==> config.mk <==
export PLATFORM = sky130hd
export DESIGN_NAME = spectral_gate
export DESIGN_NICKNAME = d
export VERILOG_FILES = /design/src/rtl/spgate_pkg.sv /design/src/rtl/spg_snap_window.sv /design/src/rtl/spg_lag_correlator.sv /design/src/rtl/spg_sat_accum.sv /design/src/rtl/spectral_gate.sv
export SDC_FILE = /design/constraint.sdc
export NUM_CORES = 1
export LEC_CHECK = 0
export BUFFER_PORTS_ARGS = -buffer_cell sky130_fd_sc_hd__buf_4
export CELL_PAD_IN_SITES_DETAIL_PLACEMENT = 0
export CELL_PAD_IN_SITES_GLOBAL_PLACEMENT = 1
export CORE_MARGIN = 10
export CORE_UTILIZATION = 40
export CTS_BUF_LIST = sky130_fd_sc_hd__clkbuf_4
export DETAILED_ROUTE_END_ITERATION = 16
export PLACE_DENSITY_LB_ADDON = 0.1
export SLEW_MARGIN = 25
export SYNTH_ARGS = -nofsm -noshare
export SYNTH_HDL_FRONTEND = slang
export SYNTH_SLANG_ARGS = --single-unit
==> constraint.sdc <==
create_clock -name clk -period 11.9 [get_ports clk]
set_clock_uncertainty 0.15 [all_clocks]
set_input_delay 0 -clock clk [delete_from_list [all_inputs] [get_ports clk]]
set_output_delay 0 -clock clk [all_outputs]
set_load 0.03 [all_outputs]
==> src/rtl/spgate_pkg.sv <==
`timescale 1ns/1ps
package spgate_pkg;
    typedef enum logic {
        ST_FILL  = 1'b0,
        ST_TRACK = 1'b1
    } gate_state_e;
endpackage

==> src/rtl/spg_snap_window.sv <==
`timescale 1ns/1ps
module spg_snap_window #(
    parameter int PAST_BITS   = 10,
    parameter int FUTURE_BITS = 3
) (
    input  logic                             clk,
    input  logic                             rst_n,
    input  logic                             shift_en,
    input  logic                             bit_in,
    output logic [PAST_BITS+FUTURE_BITS:0]   win
);
    localparam int WIN_LEN = PAST_BITS + FUTURE_BITS + 1;

    // newest bit enters at position 0
    always_ff @(posedge clk or negedge rst_n) begin
        if (!rst_n)
            win <= '0;
        else if (shift_en)
            win <= {win[WIN_LEN-2:0], bit_in};
    end
endmodule

==> src/rtl/spg_lag_correlator.sv <==
`timescale 1ns/1ps
module spg_lag_correlator #(
    parameter int PAST_BITS = 10,
    parameter int NET_W     = 5
) (
    input  logic [PAST_BITS:0]        hist,     // [0] = decision, [k] = k older
    input  logic [PAST_BITS-1:0]      lag_sel,
    output logic signed [NET_W-1:0]   net
);
    logic [PAST_BITS-1:0] agree;

    genvar k;
    generate
        for (k = 0; k < PAST_BITS; k++) begin : g_lag
            assign agree[k] = ~(hist[0] ^ hist[k+1]);
        end
    endgenerate

    always_comb begin
        logic [NET_W-1:0] n_up;
        logic [NET_W-1:0] n_dn;
        n_up = NET_W'($countones(lag_sel & agree));
        n_dn = NET_W'($countones(lag_sel & ~agree));
        net  = $signed(n_up - n_dn);
    end
endmodule

==> src/rtl/spg_sat_accum.sv <==
`timescale 1ns/1ps
module spg_sat_accum #(
    parameter int ACC_W = 9,
    parameter int NET_W = 5
) (
    input  logic                     clk,
    input  logic                     rst_n,
    input  logic                     clr,
    input  logic                     add_en,
    input  logic signed [NET_W-1:0]  net,
    output logic signed [ACC_W-1:0]  acc,
    output logic [ACC_W-1:0]         mag
);
    localparam logic signed [ACC_W:0]   WIDE_MAX = (ACC_W+1)'(2**(ACC_W-1) - 1);
    localparam logic signed [ACC_W:0]   WIDE_MIN = (ACC_W+1)'(-(2**(ACC_W-1)));
    localparam logic signed [ACC_W-1:0] ACC_MAX  = ACC_W'(2**(ACC_W-1) - 1);
    localparam logic signed [ACC_W-1:0] ACC_MIN  = ACC_W'(-(2**(ACC_W-1)));

    logic signed [ACC_W:0]   wide;
    logic signed [ACC_W-1:0] sum_sat;

    always_comb begin
        wide = (ACC_W+1)'(acc) + (ACC_W+1)'(net);
        if (wide > WIDE_MAX)
            sum_sat = ACC_MAX;
        else if (wide < WIDE_MIN)
            sum_sat = ACC_MIN;
        else
            sum_sat = wide[ACC_W-1:0];
        // most negative value reads back as 2**(ACC_W-1) unsigned
        mag = sum_sat[ACC_W-1] ? $unsigned(-sum_sat) : $unsigned(sum_sat);
    end

    always_ff @(posedge clk or negedge rst_n) begin
        if (!rst_n)
            acc <= '0;
        else if (clr)
            acc <= '0;
        else if (add_en)
            acc <= sum_sat;
    end

    // pinned at the top rail
    p_no_overflow_r5: assert property (@(posedge clk) disable iff (!rst_n)
        (!clr && add_en && acc == ACC_MAX && net > 0) |=> (acc == ACC_MAX));
    // pinned at the bottom rail
    p_no_underflow_r5: assert property (@(posedge clk) disable iff (!rst_n)
        (!clr && add_en && acc == ACC_MIN && net < 0) |=> (acc == ACC_MIN));
    // a clear always empties the accumulator
    p_clear_empties_r7: assert property (@(posedge clk) disable iff (!rst_n)
        clr |=> (acc == '0));
endmodule

==> src/rtl/spectral_gate.sv <==
`timescale 1ns/1ps
module spectral_gate #(
    parameter int PAST_BITS   = 10,
    parameter int FUTURE_BITS = 3,
    parameter int ACC_W       = 9,
    parameter int EVAL_LEN    = 256
) (
    input  logic                  clk,
    input  logic                  rst_n,
    input  logic                  bit_in,
    input  logic                  bit_valid,
    input  logic                  snap_en,
    input  logic                  acc_clr,
    input  logic [PAST_BITS-1:0]  lag_sel,
    input  logic [ACC_W-1:0]      thresh,
    output logic                  adapt_en,
    output logic [ACC_W-1:0]      acc_out
);
    import spgate_pkg::*;

    localparam int WIN_LEN = PAST_BITS + FUTURE_BITS + 1;
    localparam int FILL_W  = $clog2(WIN_LEN + 1);
    localparam int CNT_W   = (EVAL_LEN > 1) ? $clog2(EVAL_LEN) : 1;
    localparam int NET_W   = $clog2(PAST_BITS + 1) + 1;

    gate_state_e                 state, state_nx;
    logic [FILL_W-1:0]           fill_cnt;
    logic [CNT_W-1:0]            snap_cnt;
    logic [WIN_LEN-1:0]          win;
    logic signed [NET_W-1:0]     net;
    logic signed [ACC_W-1:0]     acc_s;
    logic [ACC_W-1:0]            mag;
    logic                        take, last, boundary;

    spg_snap_window #(.PAST_BITS(PAST_BITS), .FUTURE_BITS(FUTURE_BITS)) u_window (
        .clk(clk), .rst_n(rst_n), .shift_en(bit_valid), .bit_in(bit_in), .win(win)
    );

    spg_lag_correlator #(.PAST_BITS(PAST_BITS), .NET_W(NET_W)) u_corr (
        .hist(win[WIN_LEN-1:FUTURE_BITS]), .lag_sel(lag_sel), .net(net)
    );

    spg_sat_accum #(.ACC_W(ACC_W), .NET_W(NET_W)) u_accum (
        .clk(clk), .rst_n(rst_n), .clr(acc_clr | boundary), .add_en(take),
        .net(net), .acc(acc_s), .mag(mag)
    );

    assign take     = (state == ST_TRACK) && snap_en && !acc_clr;
    assign last     = (snap_cnt == CNT_W'(EVAL_LEN - 1));
    assign boundary = take && last;
    assign acc_out  = $unsigned(acc_s);

    always_comb begin
        state_nx = state;
        unique case (state)
            ST_FILL:  if (bit_valid && fill_cnt == FILL_W'(WIN_LEN - 1)) state_nx = ST_TRACK;
            ST_TRACK: state_nx = ST_TRACK;
        endcase
    end

    always_ff @(posedge clk or negedge rst_n) begin
        if (!rst_n) state <= ST_FILL;
        else        state <= state_nx;
    end

    always_ff @(posedge clk or negedge rst_n) begin
        if (!rst_n) begin
            fill_cnt <= '0;
            snap_cnt <= '0;
            adapt_en <= 1'b0;
        end else begin
            if (state == ST_FILL && bit_valid)
                fill_cnt <= fill_cnt + FILL_W'(1);
            if (acc_clr || boundary)
                snap_cnt <= '0;
            else if (take)
                snap_cnt <= snap_cnt + CNT_W'(1);
            if (boundary)
                adapt_en <= (mag <= thresh);
        end
    end

    // nothing accumulates while the window fills
    p_fill_quiet_r2: assert property (@(posedge clk) disable iff (!rst_n)
        (state == ST_FILL) |-> (acc_s == '0));
    // enable moves only on an accepted snapshot
    p_enable_hold_r6: assert property (@(posedge clk) disable iff (!rst_n)
        !(snap_en && !acc_clr) |=> $stable(adapt_en));
    // window end restarts the sum
    p_window_clear_r6: assert property (@(posedge clk) disable iff (!rst_n)
        boundary |=> (acc_s == '0));
    // clear beats a coincident snapshot
    p_clear_wins_r7: assert property (@(posedge clk) disable iff (!rst_n)
        (acc_clr && snap_en) |=> ($stable(adapt_en) && acc_s == '0));
endmodule

==> results.py, run 1 <==
metrics = {
    "sta": {
        "period_share": 0.722,
        "relSlewSlack": 0.436,
        "rsz0062_at_grt": "no",
        "final-setup-viol-count": 0,
        "fmax_mhz": 116,
        "timing.setup.tns_ns": 0,
        "holdWs_ns": -0.00880,
        "tightest_slew_ns": 0.846,
        "post-route-min-period_ns": 8.59,
        "finalHoldViolations": 7,
        "setup_ws_ns": 3.31,
        "slew_violations": 0,
    },
    "clock_network": {
        "htree_num_levels": 2,
        "path_clk_slew_ns": 0.12,
        "cts.sinks": 37,
        "cts_setup_buffers": 0,
        "cts_tree": "done",
        "insertion_delay_ns": 0.34,
        "cts-root-buf": "clkbuf_4",
        "clock_path_buffers": 2,
        "cts_made_buffers": 5,
    },
    "route": {
        "drtPass1Iterations": 5,
        "first_iter_violations": 119,
        "route.detailed.drc": 0,
        "wl_per_cell_um": 14.1,
        "antenna_left": 0,
        "avgViaCountPerCell": 4.99,
        "vias": 2431,
        "wirelength_um": 6880,
    },
    "setup_path": {
        "cp_common_cell": "fa_1",
        "critPathCaptureType": "flip-flop",
        "path_class": "reg2reg",
        "worstPathArrival_ns": 8.74,
        "cp_slowest_cell": "dfrtp_1",
        "required_ns": 12.04,
        "worstSetupStartpointType": "flip-flop",
        "rr_worst_depth": 30,
        "max_stage_delay_ns": 0.58,
        "path_max_fanout": 15,
    },
    "job": {
        "max_cap_viol_count": 0,
    },
    "floorplanning": {
        "die_w_um": 110,
        "start_util": 0.416,
        "die-area_um2": 12200,
        "die_y_um": 110,
        "io_pins": 35,
        "core_area_um2": 7850,
        "rows": 32,
    },
    "yosys": {
        "synth.area.top_cells": "dfrtp_1, ha_1, fa_1",
        "yosysSeqAreaShare": 0.284,
        "yosys_register_bits": 37,
        "ys_warn_count": 0,
        "synthFlopType": "dfrtp_1",
        "synth_area_um2": 3260,
        "synth.distinct_cells": 47,
        "yosys.area.top_type": "dfrtp_1",
        "async_flop_share": 1.00,
        "synthesis.nets": 420,
        "synth-edff-count": 0,
        "avgSynthCellArea_um2": 9.49,
        "synth_top_area_frac": 0.284,
        "synthCells": 344,
    },
    "finish": {
        "fin_util": 0.482,
        "drive_gt1_frac": 0.171,
        "area_growth_pct": 15.9,
        "diodes": 0,
        "finalNetCount": 460,
    },
    "grt": {
        "grt_pass1_wl_um": 11600,
        "track_usage": 0.117,
        "antenna_found_initial": 0,
        "overflow": 0,
        "grt_pass1_vias": 2390,
        "grt_max_degree": 38,
    },
    "run_status": {
        "status": "finished with violations",
        "violations": "hold timing",
    },
    "placed_design": {
        "finalWeightedCongestion": 0.807,
        "post-place-ws_ns": 3.32,
        "io_buffers": 34,
        "dp_hpwl_um": 5530,
    },
    "worst_hold_path": {
        "holdCritPathClass": "in2async",
    },
}
logic make-up after synthesis:
family                     share of synthesized area
xor gates and xnor gates                      0.0882
AOI/OAI and AO/OA                              0.122
buffers and inverters                         0.0621
and+or+nand+nor                                0.149
DFF                                            0.284
muxes                                         0.0621
adders and majority gates                      0.233
layout by cell type, fill, tap and decap left out, types with 14 or more instances in the layout:
cell type	Yosys	layout
inv_1	46	46
dfrtp_1	37	37
ha_1	36	36
nand2_1	19	19
buf_4	0	34
xnor2_1	19	19
nor2_1	20	20
mux2_2	18	18
a21oi_1	14	14
fa_1	15	15
critical path: cells and delay by family (launching register included):
| kind | cells | cell delay (ns) |
|---|---|---|
| xor gates and xnor gates | 2 | 0.60 |
| DFF | 1 | 0.58 |
| and+or+nand+nor | 4 | 0.36 |
| muxes | 1 | 0.29 |
| AOI/OAI and AO/OA | 10 | 2.07 |
| adders and majority gates | 10 | 4.29 |
| buffers and inverters | 3 | 0.18 |
final timing paths:
kind,slack [ns],to,start
max,3.31,adapt_en,u_window.win[3]
min,-0.009,u_window.win[5],rst_n
max reg2reg,3.31,adapt_en,u_window.win[3]
min reg2reg,0.33,fill_cnt[3],fill_cnt[3]
max in group asynchronous,11.26,snap_cnt[2],rst_n
min in group clk,0.02,adapt_en,thresh[8]
registers in the layout, summed over array words and instances, names as in the netlist:
name,cells
state,1
u_window.win,14
snap_cnt,8
fill_cnt,4
u_accum.acc,9
adapt_en,1
synthesized netlist by cell type, drive strengths merged (3+ instances only):
master	n
a21o	4
a21oi	14
a22o	3
and2	12
buf	4
clkbuf	3
dfrtp	37
fa	15
ha	36
inv	46
mux2	18
nand2	20
nand2b	6
nand3	6
nand4	6
nor2	21
nor2b	8
o211ai	7
o21ai	9
o31ai	5
or3	4
xnor2	19
xor2	13
routing by layer:
layer / track usage / up-vias / routed length, um
li1: - / 1252 / -
met2: 0.171 / 30 / 3020
met3: 0.0215 / 6 / 202
met5: 0 / - / 0
met1: 0.174 / 1143 / 3600
met4: 0.0266 / 0 / 55
cell type report:
class                   instances  area [um2]
flip-flops and latches         37         926
fillers                       804        4060
multi-input cells             254        2140
clock inverters                 3        68.8
well taps                     102         128
clock buffers                   5        37.5
repair buffers                 40         315
inverters                      46         173
metrics by stage:
step | cells | hold WS (ns) | area (um2)
after floorplan | 344 | -0.446 | 3260
after global placement | 473 | -0.151 | 3620
after detailed placement | 473 | -0.155 | 3620
after CTS | 487 | 0.000400 | 3780
after global routing | 487 | 0.0229 | 3780
final | 487 | -0.00880 | 3780
what timing repair did:
| item | 4_1_cts | 5_1_grt |
|---|---|---|
| endpoints found under the hold margin | 69 | 0 |
| endpoints found under the setup margin | 0 | 0 |
| hold buffers | 6 | 0 |
| resized for setup | 0 | 0 |
Power of run 1 is not shown: default switching activity piles up to over one toggle a cycle in this logic, so the estimate is an artifact.
==> run 2, diff against run 1 <==
clock period = 8.4 ns   (was 11.9 ns; I/O delays follow)
==> results.py, run 2 (synthesized netlist as in run 1, its figures left out) <==
metrics = {
    "sta": {
        "final-setup-viol-count": 0,
        "slew_violations": 0,
        "fmax_mhz": 126,
        "relSlewSlack": 0.401,
        "tightest_slew_ns": 0.898,
        "timing.setup.tns_ns": 0,
        "period_share": 0.946,
        "post-route-min-period_ns": 7.95,
        "finalHoldViolations": 0,
        "holdWs_ns": 0.00270,
    },
    "clock_network": {
        "cts-root-buf": "clkbuf_4",
        "path_clk_slew_ns": 0.13,
        "htree_num_levels": 2,
        "cts_made_buffers": 5,
        "cts.sinks": 37,
        "clock_path_buffers": 2,
        "insertion_delay_ns": 0.34,
        "cts_tree": "done",
    },
    "grt": {
        "overflow": 0,
        "antenna_found_initial": 0,
        "grt_pass1_wl_um": 11900,
        "grt_pass1_vias": 2444,
        "grt_max_degree": 38,
        "track_usage": 0.120,
    },
    "setup_path": {
        "critPathCaptureType": "flip-flop",
        "worstPathArrival_ns": 8.09,
        "cp_slowest_cell": "fa_1",
        "path_max_fanout": 6,
        "crit_family": "adder cells",
        "path_class": "reg2reg",
        "worstSetupStartpointType": "flip-flop",
        "critPathBufInv": 5,
        "cp_common_cell": "fa_1",
        "cp.depth": 32,
        "max_stage_delay_ns": 0.54,
        "required_ns": 8.54,
        "rr_worst_depth": 32,
    },
    "finish": {
        "largest-register": "u_window.win",
        "top_regs": "u_window.win x14, u_accum.acc x9, snap_cnt x8",
        "mostFrequentLayoutCells": "inv_1, buf_4, dfrtp_1, ha_1, nor2_1",
        "largest_reg_flops": 14,
        "diodes": 0,
        "drive_gt1_frac": 0.218,
        "layout_commonest_cell": "inv_1",
        "finalNetCount": 471,
        "area_growth_pct": 18.0,
    },
    "floorplanning": {
        "start_util": 0.416,
        "die-area_um2": 12200,
        "io_pins": 35,
        "die_y_um": 110,
        "rows": 32,
        "core_area_um2": 7850,
        "die_w_um": 110,
    },
    "placed_design": {
        "finalWeightedCongestion": 0.827,
        "io_buffers": 34,
        "dp_hpwl_um": 5630,
    },
    "route": {
        "avgViaCountPerCell": 5.06,
        "drtPass1Iterations": 4,
        "wirelength_um": 7010,
        "route.detailed.drc": 0,
        "first_iter_violations": 137,
        "antenna_left": 0,
        "wl_per_cell_um": 14.1,
        "vias": 2515,
    },
    "job": {
        "max_cap_viol_count": 0,
    },
    "run_status": {
        "status": "completed",
    },
    "worst_hold_path": {
        "holdCritPathClass": "in2async",
    },
}
-- run 2: cell types whose count changed in the layout (fill, tap and decap cells not counted), moves of 2 or more --
cell,delta
a21oi_2,+2
a21oi_1,-2
ha_1,-2
buf_4,+10
bufinv_16,-2
fa_1,-2
fa_2,+2
-- run 2: final cells by class --
type,count,area (um2)
fill,791,4000
multi-input combinational,254,2180
sequential,37,927
timing repair buffer,51,395
inverter,46,173
tap,102,128
clock buffer,5,37.5
clock inverter,2,11.3
-- run 2: final timing paths --
| check | to | start | slack (ns) |
|---|---|---|---|
| max | adapt_en | u_window.win[3] | 0.45 |
| min | adapt_en | rst_n | 0.003 |
| max reg2reg | adapt_en | u_window.win[3] | 0.45 |
| min reg2reg | fill_cnt[3] | fill_cnt[3] | 0.33 |
| max in group asynchronous | u_window.win[3] | rst_n | 7.72 |
| min in group clk | adapt_en | thresh[8] | 0.04 |
-- run 2: worst register-to-register path: cells and delay by family, from the launching register on --
| kind | cells | cell delay [ns] |
|---|---|---|
| fa+ha+maj | 10 | 3.98 |
| simple gates | 5 | 0.55 |
| mux | 1 | 0.27 |
| flops | 1 | 0.45 |
| compound gates | 9 | 1.64 |
| buf+inv | 5 | 0.52 |
| xor+xnor | 2 | 0.36 |
-- run 2: metal layers --
| layer | vias to the layer above | global-route usage | share of wire |
|---|---|---|---|
| met5 | - | 0 | 0 |
| met4 | 0 | 0.0303 | 0.010 |
| met3 | 7 | 0.0180 | 0.033 |
| met2 | 28 | 0.176 | 0.44 |
| met1 | 1201 | 0.178 | 0.52 |
| li1 | 1279 | - | - |
-- run 2: metrics by stage --
step / instances / worst slack, ns / util / area, um2
4_1_cts: 492 / 0.0654 / 0.481 / 3770
5_1_grt: 497 / -0.0118 / 0.491 / 3850
2_1_floorplan: 344 / 0.469 / - / 3260
6_report: 497 / 0.451 / 0.491 / 3850
3_3_place_gp: 479 / 0.208 / 0.467 / 3660
3_5_place_dp: 479 / 0.0869 / 0.467 / 3660
-- run 2: timing repair --
| item | in CTS | in global routing |
|---|---|---|
| buffers inserted | 0 | 5 |
| endpoints found under the hold margin | 66 | 0 |
| resized for setup | 0 | 13 |
| setup endpoints to repair | 0 | 1 |
| hold buffers | 6 | 0 |
Power of run 2 is left out for the same reason.
==> run 3, diff against run 2 <==
CORE_UTILIZATION = 45   (was 40)
==> results.py, run 3 (synthesized netlist as in run 1, its figures left out) <==
metrics = {
    "sta": {
        "period_share": 0.955,
        "relSlewSlack": 0.480,
        "finalHoldViolations": 0,
        "slew_violations": 0,
        "post-route-min-period_ns": 8.02,
        "setup_ws_ns": 0.376,
        "tightest_slew_ns": 0.780,
        "fmax_mhz": 125,
        "timing.setup.tns_ns": 0,
        "final-setup-viol-count": 0,
    },
    "route": {
        "wirelength_um": 6840,
        "drtPass1Iterations": 5,
        "route.detailed.drc": 0,
        "wl_per_cell_um": 13.9,
        "vias": 2512,
        "avgViaCountPerCell": 5.09,
        "antenna_left": 0,
        "first_iter_violations": 108,
    },
    "clock_network": {
        "cts_made_buffers": 5,
        "cts-root-buf": "clkbuf_4",
        "clock_path_buffers": 2,
        "cts_tree": "done",
        "htree_num_levels": 2,
        "path_clk_slew_ns": 0.11,
        "insertion_delay_ns": 0.33,
        "cts.sinks": 37,
    },
    "finish": {
        "diodes": 0,
        "layout_commonest_cell": "inv_1",
        "finalNetCount": 473,
        "area_growth_pct": 19.9,
        "mostFrequentLayoutCells": "inv_1, buf_4, dfrtp_1, ha_1, nor2_1",
        "drive_gt1_frac": 0.211,
        "largest_reg_flops": 14,
        "top_regs": "u_window.win x14, u_accum.acc x9, snap_cnt x8",
        "instances_no_fill": 494,
        "largest-register": "u_window.win",
        "final_area_um2": 3920,
        "num-fill-cells": 660,
    },
    "placed_design": {
        "io_buffers": 34,
        "place_area_um2": 3660,
        "post-place-ws_ns": 0.121,
        "dp_hpwl_um": 5510,
        "finalWeightedCongestion": 0.812,
        "dp_cells": 474,
    },
    "grt": {
        "overflow": 0,
        "track_usage": 0.123,
        "antenna_found_initial": 0,
        "grt_max_degree": 29,
        "grt_pass1_wl_um": 11600,
        "grt_pass1_vias": 2443,
    },
    "floorplanning": {
        "rows": 30,
        "core_area_um2": 6910,
        "io_pins": 35,
        "die-area_um2": 11100,
        "die_w_um": 105,
        "die_y_um": 105,
        "start_util": 0.473,
    },
    "setup_path": {
        "max_stage_delay_ns": 0.53,
        "worstPathArrival_ns": 8.16,
        "cp_slowest_cell": "fa_1",
        "worstSetupStartpointType": "flip-flop",
        "critPathCaptureType": "flip-flop",
        "path_max_fanout": 6,
        "cp_common_cell": "fa_1",
        "path_class": "reg2reg",
        "required_ns": 8.54,
        "r2r_slack_ns": 0.38,
    },
    "job": {
        "max_cap_viol_count": 0,
    },
    "run_status": {
        "status": "completed",
    },
    "worst_hold_path": {
        "holdCritPathClass": "in2reg",
    },
}
-- run 3: changes by cell type in the layout (fill, tap and decap cells not counted), moves of 2 or more --
cell      before  now
buf_12         0    2
clkbuf_4       5    7
fa_1          13   15
fa_2           2    0
xnor2_1       19   17
xnor2_2        0    2
-- run 3: worst max-delay path: cells and delay by family (launching register included) --
family | cells | cell delay, ns
compound gates | 8 | 1.61
xor+xnor | 2 | 0.36
fa+ha+maj | 10 | 4.10
buf+inv | 5 | 0.44
flops | 1 | 0.44
mux | 1 | 0.27
simple gates | 4 | 0.60
-- run 3: worst paths after layout --
kind,from,cells after the start,end
setup / recovery,u_window.win[3],30,adapt_en
hold / removal,thresh[8],5,adapt_en
setup reg to reg,u_window.win[3],30,adapt_en
hold reg to reg,fill_cnt[3],1,fill_cnt[3]
max in group asynchronous,rst_n,4,u_window.win[3]
min in group asynchronous,rst_n,3,snap_cnt[3]
-- run 3: repair_timing --
item / in CTS / in global routing
endpoints found under the setup margin: 0 / 1
hold endpoints to repair: 68 / 0
hold buffers: 8 / 0
buffers inserted: 0 / 4
resized for setup: 0 / 9
-- run 3: final cells by class --
class	instances	area (um2)	share of cell area
Multi-Input combinational cell	254	2180	0.556
Inverter	46	173	0.0441
Tap cell	96	120	0.0307
Clock buffer	6	45.0	0.0115
Sequential cell	37	927	0.237
Timing Repair Buffer	53	440	0.112
Clock inverter	2	33.8	0.00863
-- run 3: layer usage --
layer  wire length (um)  vias to the layer above  global-route usage
li1                   -                     1276                   -
met1               3500                     1186               0.182
met2               3020                       44               0.177
met3                273                        6              0.0240
met4                 51                        0              0.0284
met5                  0                        -                   0
-- run 3: metrics by stage --
step / util / hold slack (ns)
floorplan: - / -0.446
global placement: 0.530 / -0.153
detailed placement: 0.530 / -0.159
CTS: 0.555 / 0.0152
global route: 0.567 / 0.0563
finish: 0.567 / 0.0250
Power of run 3 is left out for the same reason.
